[src/rtl/qpsk_symgen_pkg.sv]
package qpsk_symgen_pkg;

    localparam int unsigned PN_W        = 20;
    localparam logic [PN_W-1:0] PN_TAPS = 20'h64271;
    localparam logic [PN_W-1:0] PN_SEED = 20'h0003F;
    localparam int unsigned UPS_DEF     = 4;

    typedef logic [1:0] samp_t;

    localparam samp_t S_POS  = 2'b01;
    localparam samp_t S_NEG  = 2'b11;
    localparam samp_t S_ZERO = 2'b00;

    typedef struct packed {
        samp_t i;
        samp_t q;
    } iq_t;

    typedef enum int unsigned {
        BR_I = 0,
        BR_Q = 1
    } branch_e;

    localparam int unsigned NUM_BR = 2;

    localparam iq_t IQ_ZERO = '{i: S_ZERO, q: S_ZERO};

    function automatic iq_t map_pair(input logic b0, input logic b1);
        iq_t r;
        r.i = (b0 == b1) ? S_POS : S_NEG;
        r.q = b0 ? S_NEG : S_POS;
        return r;
    endfunction

endpackage

[src/rtl/pn_lfsr.sv]
module pn_lfsr #(
    parameter int unsigned W          = 20,
    parameter logic [W-1:0] TAPS      = '1,
    parameter logic [W-1:0] SEED      = 1
) (
    input  logic         clk,
    input  logic         rst,
    input  logic         step,
    output logic         bit_o,
    output logic [W-1:0] state_o
);

    logic [W-1:0] st;
    logic         fb;

    assign fb = ^(st & TAPS);

    always_ff @(posedge clk) begin
        if (rst) begin
            st <= SEED;
        end else if (step) begin
            st <= {fb, st[W-1:1]};
        end
    end

    assign bit_o   = st[0];
    assign state_o = st;

endmodule

[src/rtl/zero_stuffer.sv]
module zero_stuffer
    import qpsk_symgen_pkg::*;
#(
    parameter int unsigned UPS = 4,
    localparam int unsigned PH_W = (UPS > 2) ? $clog2(UPS) : 1
) (
    input  logic            clk,
    input  logic            rst,
    input  logic            sym_en,
    input  logic            smp_en,
    input  iq_t             sym_new,
    output iq_t             smp_o,
    output logic            vld_o,
    output logic [PH_W-1:0] phase_o
);

    localparam logic [PH_W-1:0] PH_LAST  = PH_W'(UPS - 1);
    localparam logic [PH_W-1:0] PH_FIRST = '0;
    localparam logic [PH_W-1:0] PH_NEXT  = PH_W'(1);

    iq_t            sym_q;
    iq_t            smp_q;
    logic           vld_q;
    logic [PH_W-1:0] phase;

    always_ff @(posedge clk) begin
        if (rst) begin
            sym_q <= IQ_ZERO;
            smp_q <= IQ_ZERO;
            vld_q <= 1'b0;
            phase <= PH_LAST;
        end else begin
            vld_q <= smp_en;
            if (sym_en) begin
                sym_q <= sym_new;
            end
            if (sym_en && smp_en) begin
                smp_q <= sym_new;
                phase <= PH_NEXT;
            end else if (sym_en) begin
                phase <= PH_FIRST;
            end else if (smp_en) begin
                smp_q <= (phase == PH_FIRST) ? sym_q : IQ_ZERO;
                if (phase != PH_LAST) begin
                    phase <= phase + PH_NEXT;
                end
            end
        end
    end

    assign smp_o   = smp_q;
    assign vld_o   = vld_q;
    assign phase_o = phase;

endmodule

[src/rtl/qpsk_pn_symgen.sv]
module qpsk_pn_symgen
    import qpsk_symgen_pkg::*;
#(
    parameter int unsigned      LFSR_W = PN_W,
    parameter logic [LFSR_W-1:0] TAPS  = PN_TAPS,
    parameter logic [LFSR_W-1:0] SEED_I = PN_SEED,
    parameter logic [LFSR_W-1:0] SEED_Q = PN_SEED,
    parameter int unsigned      UPS    = UPS_DEF,
    localparam int unsigned     PH_W   = (UPS > 2) ? $clog2(UPS) : 1
) (
    input  logic       clk,
    input  logic       rst,
    input  logic       sym_en,
    input  logic       smp_en,
    output logic [1:0] out_i,
    output logic [1:0] out_q,
    output logic       out_valid
);

    logic [NUM_BR-1:0] pn_bit;
    logic [LFSR_W-1:0] pn_st [NUM_BR];
    logic [LFSR_W-1:0] pn_st_i;
    logic [LFSR_W-1:0] pn_st_q;
    iq_t               sym_new;
    iq_t               smp;
    logic [PH_W-1:0]   phase;

    for (genvar b = 0; b < NUM_BR; b++) begin : g_br
        localparam logic [LFSR_W-1:0] BR_SEED = (b == int'(BR_I)) ? SEED_I : SEED_Q;
        pn_lfsr #(
            .W    (LFSR_W),
            .TAPS (TAPS),
            .SEED (BR_SEED)
        ) u_pn (
            .clk     (clk),
            .rst     (rst),
            .step    (sym_en),
            .bit_o   (pn_bit[b]),
            .state_o (pn_st[b])
        );
    end

    assign pn_st_i = pn_st[BR_I];
    assign pn_st_q = pn_st[BR_Q];

    assign sym_new = map_pair(pn_bit[BR_I], pn_bit[BR_Q]);

    zero_stuffer #(
        .UPS (UPS)
    ) u_zs (
        .clk     (clk),
        .rst     (rst),
        .sym_en  (sym_en),
        .smp_en  (smp_en),
        .sym_new (sym_new),
        .smp_o   (smp),
        .vld_o   (out_valid),
        .phase_o (phase)
    );

    assign out_i = smp.i;
    assign out_q = smp.q;

endmodule

[config.mk]
export PLATFORM = sky130hd
export DESIGN_NAME = qpsk_pn_symgen
export DESIGN_NICKNAME = d
export VERILOG_FILES = /design/src/rtl/qpsk_symgen_pkg.sv /design/src/rtl/pn_lfsr.sv /design/src/rtl/zero_stuffer.sv /design/src/rtl/qpsk_pn_symgen.sv
export SDC_FILE = /design/constraint.sdc
export NUM_CORES = 1
export LEC_CHECK = 0
export ABC_AREA = 1
export BUFFER_PORTS_ARGS = -buffer_cell sky130_fd_sc_hd__buf_2
export CORE_AREA = 2 2 69 71
export CTS_BUF_LIST = sky130_fd_sc_hd__clkbuf_16
export DETAILED_ROUTE_END_ITERATION = 12
export DIE_AREA = 0 0 71 73
export GPL_ROUTABILITY_DRIVEN = 0
export GPL_TIMING_DRIVEN = 0
export PLACE_DENSITY_LB_ADDON = 0.25
export SLEW_MARGIN = 0
export SYNTH_ARGS = -nofsm -noshare
export SYNTH_HDL_FRONTEND = slang
export SYNTH_HIERARCHICAL = 1
export SYNTH_SLANG_ARGS = --single-unit
[constraint.sdc]
create_clock -name clk -period 2.11 [get_ports clk]
set_clock_uncertainty 0.2 [all_clocks]
set_input_delay 0.1055 -clock clk [delete_from_list [all_inputs] [get_ports clk]]
set_output_delay 0.1055 -clock clk [all_outputs]
set_load 0.02 [all_outputs]
==> metrics, run 1 <==
Routed WL 3790 um; total grt overflow 0; hold path depth 2; Layout area overhead 12.4%; Worst-path clk slew 0.06 ns; outcome finished, final reports clean; Worst R2R Path Depth 9; Routed Antenna Nets 0; # DRC 0; Die Y 73 um; ANT cells 0; clock latency at the later pin of the worst-skew pair 0.28 ns; CTS tree done; RSZ-0062 raised after global routing no; FP Rows 25; Max Cap Viol 0; Initial Util 46.4%; CTS root buffer clkbuf_16; Sequential Power Share 51.4%; overall power 2.07 mW; io pins 9; Pleak 1.21 nW; final setup violation count 0; die area 5180 um2; Resize count post-CTS 0; Clk network pwr share 37.1%; critical path peak fanout 6; Placeable Area 4540 um2; first-pass GRT wire length 6760 um; crit path time final 1.27 ns; IO Port Bufs 8; Routed wire per std cell 10.3 um; Synth Area per Inst 7.09 um2; max-slew violations 0; dpl cell area 2220 um2; DR vias 1769; initial antenna violation count 0; vias per inst 4.79; P_int 1.55 mW; clock sink count 51; CP required 2.09 ns; H-tree depth 2; vias in the first global route 1535; final hold violations 0; Clock Tree Buf Depth 2; Final Cycle Share 60.2%; total CTS buffers 5; Power Density 874 nW/um2; YS warnings 6; CP arrival 1.25 ns; synthesized area 2100 um2; largest net degree at the start of global routing 19; Final Cell Area 2370 um2; Detailed Place HPWL 2580 um; Peak VDD IR 439 uV; gr usage total 16.3%; Gate Count Post-Synth 297; Post-Place Cells 360; kind of critical path register to register; net switching power 0.522 mW; DRT iter0 DRCs 87; logic gate share of total power 11.5%; DIE WIDTH 71 um; Startpoint Class register; final std cells w/o fill 369; fraction of layout cells with a size suffix above 1 11.1%; setup_tns 0 ns; worst hold path type input port to register; crit path capture type register; sw frac 25.2%; nets 320; achievable frequency 788 MHz; DRT Pass-1 Iters 4
==> power by group through the flow <==
stage | logic [mW] | clock network [mW] | registers [mW]
final | 0.239 | 0.766 | 1.06
after global routing | 0.282 | 0.825 | 1.07
after CTS | 0.239 | 0.787 | 1.06
after detailed placement | 0.236 | 0 | 1.08
after global placement | 0.233 | 0 | 1.08
after floorplan | 0.181 | 0 | 1.08
==> metrics by stage <==
step | utilization (%) | worst slack (ns) | hold WS [ns]
after floorplan | - | 0.969 | -0.0254
after global placement | 48.9 | 0.841 | 0.200
after detailed placement | 48.9 | 0.838 | 0.206
after CTS | 52.2 | 0.835 | 0.00878
after global routing | 52.2 | 0.747 | 0.0296
final | 52.2 | 0.841 | 0.0111
==> per-layer routing <==
metal	vias to the layer above	global-route usage, %	share of wire, %
met4	0	6.71	1.7
met5	-	0	0
met1	768	22.2	52
li1	976	-	-
met3	5	4.14	2.5
met2	20	24.8	43
==> path summary, 6_finish.rpt <==
kind | startpoint | endpoint | slack, ns
worst min register to register | g_br[1].u_pn/state_o[1]$_SDFFE_PP1P_ | g_br[1].u_pn/state_o[1]$_SDFFE_PP1P_ | 0.26
worst max-delay path | g_br[0].u_pn/state_o[0]$_SDFFE_PP1P_ | g_br[0].u_pn/state_o[19]$_SDFFE_PP0P_ | 0.84
worst min-delay path | rst | u_zs/sym_q[0]$_SDFFE_PP0P_ | 0.01
worst max register to register | g_br[0].u_pn/state_o[0]$_SDFFE_PP1P_ | g_br[0].u_pn/state_o[19]$_SDFFE_PP0P_ | 0.84
==> critical path, stage by stage (launching register included) <==
cell and delay, ns:
dfxtp_1 0.40, inv_1 0.08, nand2_1 0.06, nand2_1 0.04, nand2_1 0.06, nand2_1 0.06
nand2_1 0.06, nand2_1 0.04, nor2_1 0.11, nor2_1 0.06
==> repair_timing <==
action | in CTS | in global routing
hold buffers | 1 | 0
endpoints found under the hold margin | 7 | 0
buffers inserted | 0 | 0
==> registers in the layout, indices dropped and copies added (netlist names) <==
| signal | flops |
|---|---|
| g_br.u_pn/state_o | 40 |
| u_zs/phase_o | 2 |
| u_zs/smp_o | 4 |
| u_zs/sym_q | 4 |
| u_zs/vld_o | 1 |
==> final cells by class <==
type / instances / area, um2
buffer: 8 / 45.0
clock buffer: 5 / 125
clock inverter: 3 / 15.0
fill: 437 / 2170
inverter: 33 / 124
multi-input combinational: 206 / 918
sequential: 51 / 1020
tap: 54 / 67.6
timing repair buffer: 9 / 50.0
==> placed cells by master (no fill, tap or decap), drive strengths merged <==
cell / n
nand4: 1
clkbuf: 5
ha: 2
clkinv: 3
inv: 33
dfxtp: 51
nor2: 35
conb: 2
dlygate4sd3: 1
nand2: 86
o21ai: 34
buf: 16
o211ai: 2
xnor2: 2
a21oi: 27
nand3: 15
Note: power is estimated with default switching activity, not from simulation.
==> inputs of run 2 (changes only) <==
==> constraint.sdc (replaced) <==
create_clock -name clk -period 1.07 [get_ports clk]
set_clock_uncertainty 0.2 [all_clocks]
set_input_delay 0.0535 -clock clk [delete_from_list [all_inputs] [get_ports clk]]
set_output_delay 0.0535 -clock clk [all_outputs]
set_load 0.02 [all_outputs]
==> run 2 against run 1 <==
The flow now finishes with violations (hold timing, setup timing); register-to-register slack lost 0.97 ns; highest routed layer unchanged; sequential share of layout area down 1.5 points; die area is the same; clock-buffer cell count stayed put.
==> metrics, run 2 (synthesis results as in run 1) <==
outcome finished, violations left; failing checks hold timing, setup timing; multi-input logic area 991 um2; commonest cells after routing, fill and taps aside nand2_1 (76), o21ai_0 (34), nor2_1 (33), dfxtp_1 (33), a21oi_1 (27); Detailed Place HPWL 2630 um; final hold violations 12; die area 5180 um2; critical path depth 8; Max Cap Viol 0; ANT cells 0; Peak VDD IR 943 uV; PnR worst setup slack -0.133 ns; Worst Min Path Start rst; max FFs per register 40; total grt overflow 0; total of fill cells in the finished design 428; FP Rows 25; Die Y 73 um; Worst R2R Path Depth 8; CP arrival 1.18 ns; fraction of layout cells with a size suffix above 1 25.3%; R2R Setup Slk -0.13 ns; crit-path leading delay family simple AND/OR/NAND/NOR gates; max-slew violations 0; clock sink count 51; final std cells w/o fill 374; DR vias 1849; worst r2r src g_br[0].u_pn/state_o[0]$_SDFFE_PP1P_; kind of critical path register to register; RSZ-0062 raised after global routing yes; DIE WIDTH 71 um; gr usage total 17.3%; Final Cell Area 2540 um2; io pins 9; achievable frequency 831 MHz; CTS root buffer clkbuf_16; DRT iter0 DRCs 99; dpl cell area 2240 um2; crit path capture g_br[0].u_pn/state_o[19]$_SDFFE_PP0P_; WP buf/inv 0; final setup violation count 8; worst hold path type input port to register; Routed Antenna Nets 0; # DRC 0; Cell Chain, Critical Path nor2_1 > nor2_1 > nand2_1 > nand2_2 > nand2_1 > nand2_1 > nor2_2 > nor2_1; Slowest cell on crit path dfxtp_4; vias in the first global route 1615; Routed WL 4240 um; CTS tree done; Startpoint Class register; Power Density 1660 nW/um2; Post-Place Cells 360; critical path peak fanout 5; Pleak 1.22 nW; IO Port Bufs 8; total CTS buffers 5; worst hold margin -0.0702 ns; Final Cycle Share 112%; Clock Tree Buf Depth 2; commonest non-fill, non-tap cell in the layout nand2_1; Post-Place Worst Slack -0.152 ns; hold path depth 3; CP required 1.05 ns; DRT Pass-1 Iters 4; Max stage delay on crit path 0.36 ns; initial antenna violation count 0; Routed wire per std cell 11.3 um; nets 325; clock latency at the later pin of the worst-skew pair 0.29 ns; H-tree depth 2; register area 1060 um2; crit path capture type register; Worst-path clk slew 0.07 ns; R2R Path End g_br[0].u_pn/state_o[19]$_SDFFE_PP0P_; first-pass GRT wire length 7030 um; Initial Util 46.4%; vias per inst 4.94; Layout area overhead 20.6%; crit path time final 1.20 ns; Worst Setup SP g_br[0].u_pn/state_o[0]$_SDFFE_PP1P_; Placeable Area 4540 um2; largest net degree at the start of global routing 19
## run 2: changes by cell type in the layout (fill, tap and decap cells not counted), sizes merged
cell / delta
clkinvlp: +2
clkbuf: +1
dlygate4sd3: +3
clkinv: -2
buf: +1
## run 2: layer usage
| metal | track usage, % | share of wire [%] | wire [um] | vias to the layer above |
|---|---|---|---|---|
| met2 | 26.4 | 46 | 1950 | 30 |
| met5 | 0 | 0 | 0 | - |
| met1 | 22.3 | 48 | 2050 | 822 |
| met4 | 9.01 | 2.2 | 95 | 0 |
| li1 | - | - | - | 988 |
| met3 | 4.97 | 3.3 | 140 | 9 |
## run 2: worst reg2reg max path, stage by stage, from the launching register on
cell     delay, ns
dfxtp_4       0.36
nor2_1        0.10
nor2_1        0.05
nand2_1       0.07
nand2_2       0.06
nand2_1       0.06
nand2_1       0.05
nor2_2        0.10
nor2_1        0.04
## run 2: worst min path at each step
stage | endpoint | slack (ns)
detailed placement | u_zs/phase_o[0]$_SDFFE_PP1P_ | 0.16
global route | g_br[0].u_pn/state_o[0]$_SDFFE_PP1P_ | -0.06
global placement | u_zs/phase_o[0]$_SDFFE_PP1P_ | 0.15
floorplan | u_zs/sym_q[0]$_SDFFE_PP0P_ | -0.08
finish | g_br[1].u_pn/state_o[4]$_SDFFE_PP1P_ | -0.07
CTS | u_zs/vld_o$_SDFF_PP0_ | -0.03
## run 2: where the power goes
part | switching (mW) | internal [mW] | total (mW)
clock | 0.676 | 0.861 | 1.54
sequential | 0.0851 | 2.03 | 2.11
combinational | 0.339 | 0.214 | 0.553
total | 1.10 | 3.10 | 4.20
## run 2: cell type report
cell class / instances / share of cell area [%]
Buffer: 8 / 1.77
Clock buffer: 5 / 4.93
Clock inverter: 3 / 0.789
Inverter: 33 / 5.27
Multi-Input combinational cell: 206 / 39.0
Sequential cell: 51 / 41.7
Tap cell: 54 / 2.66
Timing Repair Buffer: 14 / 3.84
## run 2: timing repair
item                                    in CTS  in global routing
resized for setup                           15                 23
hold buffers                                 2                  3
pin swaps                                    6                 11
setup buffers                                2                  0
endpoints found under the setup margin       8                 13
hold endpoints to repair                    11                  9
## run 2: stage by stage
step / power (mW) / setup TNS (ns) / hold WS (ns) / utilization [%]
finish: 4.20 / -0.648 / -0.0702 / 56.0
global route: 4.42 / -1.15 / -0.0589 / 56.0
CTS: 4.21 / -0.700 / -0.0276 / 54.4
detailed placement: 2.62 / -3.76 / 0.161 / 49.3
global placement: 2.61 / -3.90 / 0.151 / 49.3
floorplan: 2.50 / -0.0437 / -0.0774 / -
==> inputs of run 3 (changes only) <==
--- a/config.mk
+++ b/config.mk
@@ -14,6 +14,7 @@
 export GPL_ROUTABILITY_DRIVEN = 0
 export GPL_TIMING_DRIVEN = 0
 export PLACE_DENSITY_LB_ADDON = 0.25
+export RECOVER_POWER = 50
 export SLEW_MARGIN = 0
 export SYNTH_ARGS = -nofsm -noshare
 export SYNTH_HDL_FRONTEND = slang
==> run 3 against run 2 <==
The flow still finishes with violations (hold timing, setup timing); hold slack about the same; non-clock buffer count is the same; sequential power is essentially flat; critical endpoint unchanged; final cell count did not move; clock power barely moved; maximum frequency is essentially flat; first-iteration DRC count unchanged; setup slack hardly changed; clock-buffer cell count did not move; critical path depth unchanged; combinational power is essentially flat; sequential share of layout area unchanged.
==> metrics, run 3 (synthesis results as in run 1) <==
vias per inst 4.95; Layout area overhead 20.6%; CP required 1.05 ns; crit-path leading delay family simple AND/OR/NAND/NOR gates; crit path capture type register; DR vias 1850; initial antenna violation count 0; die area 5180 um2; Core Util, Final 56.0%; WP buf/inv 0; Routed wire per std cell 11.3 um; Pleak 1.22 nW; CP arrival 1.18 ns; setup_tns -0.648 ns; Sequential Power Share 50.3%; gr usage total 17.3%; Peak VDD IR 943 uV; worst hold path type input port to register; IO Port Bufs 8; Clk network pwr share 36.5%; DRT Pass-1 Iters 4; FP Rows 25; Max Cap Viol 0; Placeable Area 4540 um2; # DRC 0; Worst-path clk slew 0.07 ns; worst hold margin -0.0699 ns; total grt overflow 0; kind of critical path register to register; crit path time final 1.20 ns; failing checks hold timing, setup timing; Die Y 73 um; net switching power 1.10 mW; Post-Place Worst Slack -0.152 ns; CTS tree done; vias in the first global route 1615; R2R Path End g_br[0].u_pn/state_o[19]$_SDFFE_PP0P_; R2R Setup Slk -0.13 ns; Routed WL 4210 um; clock latency at the later pin of the worst-skew pair 0.29 ns; Detailed Place HPWL 2630 um; achievable frequency 831 MHz; DRT iter0 DRCs 99; ANT cells 0; hold path depth 3; logic gate share of total power 13.2%; overall power 4.20 mW; max-slew violations 0; outcome finished, violations left; final setup violation count 8; Hold Path Sink g_br[1].u_pn/state_o[4]$_SDFFE_PP1P_; PnR worst setup slack -0.133 ns; DIE WIDTH 71 um; max FFs per register 40; io pins 9; commonest non-fill, non-tap cell in the layout nand2_1; H-tree depth 2; nets 325; P_int 3.10 mW; largest net degree at the start of global routing 19; Slowest cell on crit path dfxtp_4; total CTS buffers 5; Initial Util 46.4%; worst r2r src g_br[0].u_pn/state_o[0]$_SDFFE_PP1P_; first-pass GRT wire length 7030 um; Final Cycle Share 112%; RSZ-0062 raised after global routing yes; Power Density 1650 nW/um2; CTS root buffer clkbuf_16; Worst R2R Path Depth 8; sw frac 26.1%; Cell Chain, Critical Path nor2_1 > nor2_1 > nand2_1 > nand2_2 > nand2_1 > nand2_1 > nor2_2 > nor2_1; Routed Antenna Nets 0; Max stage delay on crit path 0.36 ns; Worst Min Path Start rst; critical path peak fanout 5; final hold violations 12; clock sink count 51; Startpoint Class register; fraction of layout cells with a size suffix above 1 25.3%; Clock Tree Buf Depth 2; commonest cells after routing, fill and taps aside nand2_1 (76), o21ai_0 (34), nor2_1 (33), dfxtp_1 (33), a21oi_1 (27)
==> run 3: changes by cell type in the layout (fill, tap and decap cells not counted), sizes merged <==
cell and delta:
buf -2, clkbuf +2
==> run 3: power by group through the flow <==
stage	clock network (mW)	registers [mW]	logic (mW)
finish	1.54	2.11	0.553
global route	1.65	2.13	0.637
CTS	1.59	2.11	0.508
detailed placement	0	2.15	0.470
global placement	0	2.15	0.461
floorplan	0	2.14	0.358
==> run 3: what timing repair did <==
item                                   4_1_cts  5_1_grt
setup endpoints to repair                    8       13
buffers inserted                             2        0
pin swaps                                    6       11
hold buffers                                 2        3
endpoints found under the hold margin       11        9
gates resized for setup                     15       23
==> run 3: tightest hold or removal path: stages <==
cell and delay, ns:
clkbuf_4 0.21, a21oi_1 0.06, o21ai_0 0.06
==> run 3: area by class of cell <==
type / count / area, um2
Fill cell: 428 / 2000
Inverter: 33 / 134
Multi-Input combinational cell: 206 / 991
Timing Repair Buffer: 14 / 97.6
Clock inverter: 3 / 20.0
Sequential cell: 51 / 1060
Clock buffer: 5 / 125
Buffer: 8 / 45.0
Tap cell: 54 / 67.6
==> run 3: worst max-delay path by stage <==
stage | from | endpoint | slack, ns | cells after the start
after global routing | g_br[0].u_pn/state_o[14]$_SDFFE_PP0P_ | g_br[0].u_pn/state_o[19]$_SDFFE_PP0P_ | -0.22 | 9
final | g_br[0].u_pn/state_o[0]$_SDFFE_PP1P_ | g_br[0].u_pn/state_o[19]$_SDFFE_PP0P_ | -0.13 | 8
after floorplan | g_br[0].u_pn/state_o[0]$_SDFFE_PP1P_ | g_br[0].u_pn/state_o[19]$_SDFFE_PP0P_ | -0.02 | 9
after detailed placement | rst | g_br[0].u_pn/state_o[17]$_SDFFE_PP0P_ | -0.15 | 5
after global placement | rst | g_br[0].u_pn/state_o[17]$_SDFFE_PP0P_ | -0.15 | 5
after CTS | g_br[1].u_pn/state_o[17]$_SDFFE_PP0P_ | g_br[1].u_pn/state_o[19]$_SDFFE_PP0P_ | -0.11 | 9
==> run 3: stage by stage <==
step                instances  cell area, um2  hold slack, ns
global route              374            2540         -0.0589
CTS                       372            2470         -0.0276
global placement          360            2240           0.151
detailed placement        360            2240           0.161
finish                    374            2540         -0.0699
floorplan                 298            2130         -0.0774
==> run 3: per-layer routing <==
layer	GRT usage, %	vias up	wire length [um]
li1	-	989	-
met1	22.3	820	2010
met2	26.4	32	1940
met3	4.97	9	161
met4	9.01	0	93
met5	0	-	0
